$ cat config.mk
export PLATFORM = sky130hd
export DESIGN_NAME = sg_chain_walker
export DESIGN_NICKNAME = d
export VERILOG_FILES = /design/src/rtl/sgw_pkg.sv /design/src/rtl/sgw_desc_fetch.sv /design/src/rtl/sgw_walk_ctrl.sv /design/src/rtl/sg_chain_walker.sv
export SDC_FILE = /design/constraint.sdc
export NUM_CORES = 1
export LEC_CHECK = 0
export BUFFER_PORTS_ARGS = -buffer_cell sky130_fd_sc_hd__buf_2
export CORE_UTILIZATION = 54
export CTS_CLUSTER_DIAMETER = 100
export DETAILED_ROUTE_END_ITERATION = 10
export HOLD_SLACK_MARGIN = 0.02
export PLACE_DENSITY = 0.85
export SLEW_MARGIN = 20
export SYNTH_ARGS = -nofsm -noshare
export SYNTH_HDL_FRONTEND = slang
export SYNTH_SLANG_ARGS = --single-unit
$ cat constraint.sdc
create_clock -name clk -period 2.45 [get_ports clk]
set_clock_uncertainty 0.15 [all_clocks]
set_input_delay 0.1225 -clock clk [delete_from_list [all_inputs] [get_ports clk]]
set_output_delay 0.1225 -clock clk [all_outputs]
set_load 0.02 [all_outputs]
$ cat src/rtl/sgw_pkg.sv
package sgw_pkg;
  localparam int ADDR_W  = 32;
  localparam int LEN_W   = 32;
  localparam int UNIT_SH = 3;
  localparam int BYTES_W = LEN_W + UNIT_SH;
  localparam int MODE_W  = 4;

  localparam int FLAG_ORD  = 4;
  localparam int FLAG_OUT  = 5;
  localparam int FLAG_LAST = 7;

  typedef enum logic [1:0] {
    ERR_NONE  = 2'd0,
    ERR_ALIGN = 2'd1,
    ERR_LIMIT = 2'd2
  } sgw_err_e;

  typedef enum logic [1:0] {
    ST_IDLE,
    ST_FETCH,
    ST_BURST,
    ST_NEXT
  } sgw_state_e;

  typedef struct packed {
    logic [ADDR_W-1:0] addr;
    logic [LEN_W-1:0]  len;
    logic              last;
    logic              out_dir;
    logic              ordered;
    logic [MODE_W-1:0] mode;
    logic [ADDR_W-1:0] next;
  } sgw_desc_t;
endpackage

$ cat src/rtl/sgw_desc_fetch.sv
module sgw_desc_fetch
  import sgw_pkg::*;
(
  input  logic              clk,
  input  logic              rst_n,
  input  logic              go,
  input  logic [ADDR_W-1:0] go_base,
  output logic              mem_req_valid,
  input  logic              mem_req_ready,
  output logic [ADDR_W-1:0] mem_req_addr,
  input  logic              mem_rsp_valid,
  input  logic [31:0]       mem_rsp_data,
  output logic              desc_valid,
  output sgw_desc_t         desc
);
  localparam int WORDS = 4;
  localparam int IDX_W = $clog2(WORDS);

  logic              active_q, active_d;
  logic              wait_q, wait_d;
  logic              dv_q, dv_d;
  logic [IDX_W-1:0]  idx_q, idx_d;
  logic [ADDR_W-1:0] base_q, base_d;
  logic [31:0]       word_q [WORDS];

  always_comb begin
    active_d = active_q;
    wait_d   = wait_q;
    idx_d    = idx_q;
    base_d   = base_q;
    dv_d     = 1'b0;
    if (go) begin
      active_d = 1'b1;
      wait_d   = 1'b0;
      idx_d    = '0;
      base_d   = go_base;
    end else if (active_q) begin
      if (!wait_q) begin
        if (mem_req_ready) wait_d = 1'b1;
      end else if (mem_rsp_valid) begin
        wait_d = 1'b0;
        if (idx_q == IDX_W'(WORDS - 1)) begin
          active_d = 1'b0;
          dv_d     = 1'b1;
        end else begin
          idx_d = idx_q + IDX_W'(1);
        end
      end
    end
  end

  always_ff @(posedge clk or negedge rst_n) begin
    if (!rst_n) begin
      active_q <= 1'b0;
      wait_q   <= 1'b0;
      dv_q     <= 1'b0;
      idx_q    <= '0;
      base_q   <= '0;
    end else begin
      active_q <= active_d;
      wait_q   <= wait_d;
      dv_q     <= dv_d;
      idx_q    <= idx_d;
      base_q   <= base_d;
    end
  end

  for (genvar w = 0; w < WORDS; w++) begin : g_word
    logic cap;
    assign cap = wait_q && mem_rsp_valid && (idx_q == IDX_W'(w));
    always_ff @(posedge clk or negedge rst_n) begin
      if (!rst_n)   word_q[w] <= '0;
      else if (cap) word_q[w] <= mem_rsp_data;
    end
  end

  assign mem_req_valid = active_q && !wait_q;
  assign mem_req_addr  = base_q + {{(ADDR_W-IDX_W-2){1'b0}}, idx_q, 2'b00};
  assign desc_valid    = dv_q;

  assign desc.addr    = word_q[0];
  assign desc.len     = word_q[1];
  assign desc.last    = word_q[2][FLAG_LAST];
  assign desc.out_dir = word_q[2][FLAG_OUT];
  assign desc.ordered = word_q[2][FLAG_ORD];
  assign desc.mode    = word_q[2][8 +: MODE_W];
  assign desc.next    = word_q[3];

  logic unused_flag_bits;
  assign unused_flag_bits = ^{word_q[2][31:12], word_q[2][6], word_q[2][3:0]};
endmodule

$ cat src/rtl/sgw_walk_ctrl.sv
module sgw_walk_ctrl
  import sgw_pkg::*;
#(
  parameter int MAX_ENTRIES = 16
) (
  input  logic              clk,
  input  logic              rst_n,
  input  logic              start,
  input  logic [ADDR_W-1:0] start_ptr,
  input  logic              desc_valid,
  input  logic              desc_len_nz,
  input  logic              desc_last,
  input  logic [ADDR_W-1:0] desc_next,
  input  logic              burst_ready,
  output logic              fetch_go,
  output logic [ADDR_W-1:0] fetch_base,
  output logic              burst_valid,
  output logic              busy,
  output logic              done,
  output logic              err,
  output sgw_err_e          err_code
);
  localparam int CNT_W = $clog2(MAX_ENTRIES + 1);

  sgw_state_e       state_q, state_d;
  logic [CNT_W-1:0] cnt_q, cnt_d;
  logic             done_q, done_d, err_q, err_d;
  sgw_err_e         code_q, code_d;

  always_comb begin
    state_d    = state_q;
    cnt_d      = cnt_q;
    done_d     = 1'b0;
    err_d      = 1'b0;
    code_d     = code_q;
    fetch_go   = 1'b0;
    fetch_base = desc_next;
    unique case (state_q)
      ST_IDLE: begin
        if (start) begin
          if (|start_ptr[UNIT_SH-1:0]) begin
            err_d  = 1'b1;
            code_d = ERR_ALIGN;
          end else begin
            fetch_go   = 1'b1;
            fetch_base = start_ptr;
            cnt_d      = CNT_W'(1);
            code_d     = ERR_NONE;
            state_d    = ST_FETCH;
          end
        end
      end
      ST_FETCH: begin
        if (desc_valid) state_d = desc_len_nz ? ST_BURST : ST_NEXT;
      end
      ST_BURST: begin
        if (burst_ready) state_d = ST_NEXT;
      end
      ST_NEXT: begin
        state_d = ST_IDLE;
        if (desc_last) begin
          done_d = 1'b1;
        end else if (|desc_next[UNIT_SH-1:0]) begin
          err_d  = 1'b1;
          code_d = ERR_ALIGN;
        end else if (cnt_q == CNT_W'(MAX_ENTRIES)) begin
          err_d  = 1'b1;
          code_d = ERR_LIMIT;
        end else begin
          fetch_go = 1'b1;
          cnt_d    = cnt_q + CNT_W'(1);
          state_d  = ST_FETCH;
        end
      end
      default: state_d = ST_IDLE;
    endcase
  end

  always_ff @(posedge clk or negedge rst_n) begin
    if (!rst_n) begin
      state_q <= ST_IDLE;
      cnt_q   <= '0;
      done_q  <= 1'b0;
      err_q   <= 1'b0;
      code_q  <= ERR_NONE;
    end else begin
      state_q <= state_d;
      cnt_q   <= cnt_d;
      done_q  <= done_d;
      err_q   <= err_d;
      code_q  <= code_d;
    end
  end

  assign burst_valid = (state_q == ST_BURST);
  assign busy        = (state_q != ST_IDLE);
  assign done        = done_q;
  assign err         = err_q;
  assign err_code    = code_q;
endmodule

$ cat src/rtl/sg_chain_walker.sv
module sg_chain_walker
  import sgw_pkg::*;
#(
  parameter int MAX_ENTRIES = 16
) (
  input  logic               clk,
  input  logic               rst_n,
  input  logic               start,
  input  logic [ADDR_W-1:0]  start_ptr,
  output logic               busy,
  output logic               done,
  output logic               err,
  output logic [1:0]         err_code,
  output logic               mem_req_valid,
  input  logic               mem_req_ready,
  output logic [ADDR_W-1:0]  mem_req_addr,
  input  logic               mem_rsp_valid,
  input  logic [31:0]        mem_rsp_data,
  output logic               burst_valid,
  input  logic               burst_ready,
  output logic [ADDR_W-1:0]  burst_addr,
  output logic [BYTES_W-1:0] burst_bytes,
  output logic               burst_write,
  output logic               burst_ordered,
  output logic [MODE_W-1:0]  burst_mode
);
  logic              fetch_go;
  logic [ADDR_W-1:0] fetch_base;
  logic              desc_valid;
  sgw_desc_t         desc;
  sgw_err_e          code;

  sgw_desc_fetch u_fetch (
    .clk           (clk),
    .rst_n         (rst_n),
    .go            (fetch_go),
    .go_base       (fetch_base),
    .mem_req_valid (mem_req_valid),
    .mem_req_ready (mem_req_ready),
    .mem_req_addr  (mem_req_addr),
    .mem_rsp_valid (mem_rsp_valid),
    .mem_rsp_data  (mem_rsp_data),
    .desc_valid    (desc_valid),
    .desc          (desc)
  );

  sgw_walk_ctrl #(.MAX_ENTRIES(MAX_ENTRIES)) u_ctrl (
    .clk         (clk),
    .rst_n       (rst_n),
    .start       (start),
    .start_ptr   (start_ptr),
    .desc_valid  (desc_valid),
    .desc_len_nz (|desc.len),
    .desc_last   (desc.last),
    .desc_next   (desc.next),
    .burst_ready (burst_ready),
    .fetch_go    (fetch_go),
    .fetch_base  (fetch_base),
    .burst_valid (burst_valid),
    .busy        (busy),
    .done        (done),
    .err         (err),
    .err_code    (code)
  );

  assign err_code      = code;
  assign burst_addr    = desc.addr;
  assign burst_bytes   = {desc.len, {UNIT_SH{1'b0}}};
  assign burst_write   = desc.out_dir;
  assign burst_ordered = desc.ordered;
  assign burst_mode    = desc.mode;
endmodule

==> impl_metrics.tcl <==
set metrics [dict create \
    hp-class "primary input to async pin" \
    synth_area_leaders "dfrtp_1 49%, mux2_2 21%, buf_4 7.3%" \
    outcome "finished, violations left" \
    total_power_w 0.0126 \
    crit_fanout 3 \
    synth.top_cell.area_share 0.495 \
    setup_violations 1 \
    grt_max_degree 63 \
    ioPinCount 182 \
    rows 43 \
    slew_violations 0 \
    post-place-ws_ns 0.111 \
    overflow 0 \
    critPathMaxStageDelay_ns 0.42 \
    fin_nets 871 \
    start_util 0.553 \
    critical-path-top-delay-family "adder cells" \
    synth_edf_count 0 \
    synth-seq-cells 151 \
    violations "setup timing" \
    drc_errors 0 \
    core_um2 13800 \
    cts_buffers 17 \
    die_h_um 121 \
    finish.utilization 0.713 \
    cts_buffer_depth 2 \
    grt_pass1_vias 5721 \
    track_usage 0.268 \
    finalSetupTns_ns -0.0371 \
    critPathKind "flop to output port" \
    crit_arrival_ns 2.21 \
    p_sw_frac 0.372 \
    globalplace.congestion 0.845 \
    routedWlPerCell_um 19.3 \
    area_delta_synth_final_pct 29.0 \
    synth_top_area_cell "dfrtp_1" \
    crit_slowest_cell "fa_2" \
    h-tree-depth 4 \
    power_switching_w 0.00470 \
    cts_tree "yes" \
    critPathLaunchType "flop" \
    reg2reg_depth 6 \
    combPwrFrac 0.416 \
    fmax_ghz 0.402 \
    p_clk_frac 0.217 \
    reg2reg_setup_slack_ns 0.15 \
    maxCapViolCount 0 \
    dp_cells 865 \
    die-area_um2 14600 \
    wl_um 18800 \
    final-hold-violation-count 0 \
    setup_slack_ns -0.0371 \
    synth_cells 587 \
    power_leakage_nw 4.72 \
    worst_ep_required_time_ns 2.18 \
    grt_pass1_wl_um 29400 \
    portBuffers 178 \
    instances_no_fill 977 \
    reg2reg_to "u_fetch.base_q[8]" \
    clk_pin_slew_ns 0.06 \
    final_cell_mix "161 x buf_2, 144 x dfrtp_1, 141 x mux2_2" \
    final_common_cell "buf_2" \
    ys.flop_type "dfrtp_1" \
    p_int_w 0.00793 \
    syn_area_um2 7640 \
    min_period_ns 2.49 \
    tightest_slew_ns 0.639 \
    grt_antenna_before_repair 0 \
    peakVddDrop_v 0.000754 \
    period_share 1.02 \
    critPathCaptureType "output port" \
    post_route_cells_drive_above_1_share 0.541 \
    r2r-start "u_ctrl.state_q[1]" \
    cts.sinks 151 \
    slew_headroom 0.570 \
    vias 5320 \
    root_buffer "clkbuf_16" \
    drt_iter0_drc 227 \
    die_x_um 121 \
    yosysWarnings 0 \
    path_cells "ha_2 -> fa_2 -> nand2_4 -> nor3_4 -> buf_6 -> and3_4 -> xor2_1 -> buf_4" \
    insertedDiodeCount 0 \
    dp_hpwl_um 12100 \
    via_per_inst 5.45 \
    seq_area_frac_synth 0.495 \
    synthArstFlopShare 1.00 \
    drt_pre_antenna_iters 5 \
    clk_latency_ns 0.43 \
    ant_nets 0 \
    power_density_nw_per_um2 1280 \
    rsz0062_at_grt "true" \
    path_buf_inv 2 \
    seqPwrFrac 0.367 \
    syn_area_per_cell_um2 13.0 \
    ys_types 50 \
]
==> cell families (layout without fill, tap and decap cells) <==
group,Yosys count,in the layout,share of synthesized area
compound gates,20,20,0.0198
xor+xnor,29,29,0.0332
fa+ha+maj,14,14,0.0239
buf+inv,105,313,0.0943
flops,151,151,0.495
mux,165,165,0.252
other cells,1,3,0.000491
simple gates,102,102,0.0814
==> metal layers <==
| layer | up-vias | wire length (um) | track usage |
|---|---|---|---|
| met5 | - | 0 | 0 |
| met2 | 190 | 9670 | 0.451 |
| met4 | 0 | 599 | 0.130 |
| met3 | 46 | 1090 | 0.0836 |
| met1 | 2699 | 7480 | 0.308 |
| li1 | 2385 | - | - |
==> registers in the layout, summed over array words and instances (netlist names) <==
register	count
u_fetch.desc	103
u_fetch.base_q	32
u_ctrl.cnt_q	5
u_ctrl.err_code	2
u_ctrl.state_q	2
u_fetch.idx_q	2
u_ctrl.done	1
u_ctrl.err	1
u_fetch.active_q	1
u_fetch.desc_valid	1
u_fetch.wait_q	1
==> worst max-delay path by stage <==
stage                      from                to  slack (ns)  cells after the start
5_1_grt        u_fetch.idx_q[0]  mem_req_addr[14]       -0.12                      8
4_1_cts        u_fetch.idx_q[0]  mem_req_addr[14]       -0.03                      8
3_3_place_gp   u_fetch.idx_q[0]  mem_req_addr[14]        0.23                      7
3_5_place_dp   u_fetch.idx_q[0]  mem_req_addr[14]        0.11                      7
2_1_floorplan  u_fetch.idx_q[0]  mem_req_addr[14]        0.40                      6
6_report       u_fetch.idx_q[0]  mem_req_addr[14]       -0.04                      8
==> power groups by stage <==
stage / combinational [W] / sequential [W] / clock (W)
finish: 0.00525 / 0.00463 / 0.00274
global route: 0.00559 / 0.00477 / 0.00287
CTS: 0.00507 / 0.00455 / 0.00277
detailed placement: 0.00489 / 0.00457 / 0
global placement: 0.00472 / 0.00445 / 0
floorplan: 0.00427 / 0.00433 / 0
==> Yosys cell counts (3+ instances only) <==
cell	number
a21oi_1	5
and3_1	3
buf_1	4
buf_2	3
buf_4	74
buf_6	6
clkbuf_1	6
dfrtp_1	151
ha_1	13
inv_1	12
mux2_2	141
mux2_4	20
mux2i_1	4
nand2_1	15
nand3_1	20
nand4_1	11
nor2_1	16
nor2b_1	5
nor3_1	4
nor4_1	8
o21ai_0	4
or3_1	3
xnor2_1	20
xor2_1	9
==> repair_timing <==
| item | CTS | global route |
|---|---|---|
| hold buffers | 67 | 0 |
| resized for setup | 21 | 32 |
| endpoints found under the setup margin | 19 | 21 |
| buffers inserted | 8 | 8 |
| pin swaps | 6 | 13 |
| hold endpoints to repair | 238 | 0 |
==> cell type report <==
cell class	count	area [um2]
sequential	151	3790
tap	180	225
timing repair buffer	272	1880
inverter	12	45.0
fill	856	3970
clock buffer	20	457
clock inverter	9	151
multi-input combinational	333	3300
==> through the flow <==
step	hold slack [ns]	area (um2)
floorplan	-0.323	7650
global placement	-0.0287	8240
detailed placement	-0.0168	8240
CTS	0.0749	9670
global route	0.111	9850
finish	0.0980	9850
Power figures use the tool's default switching activity.
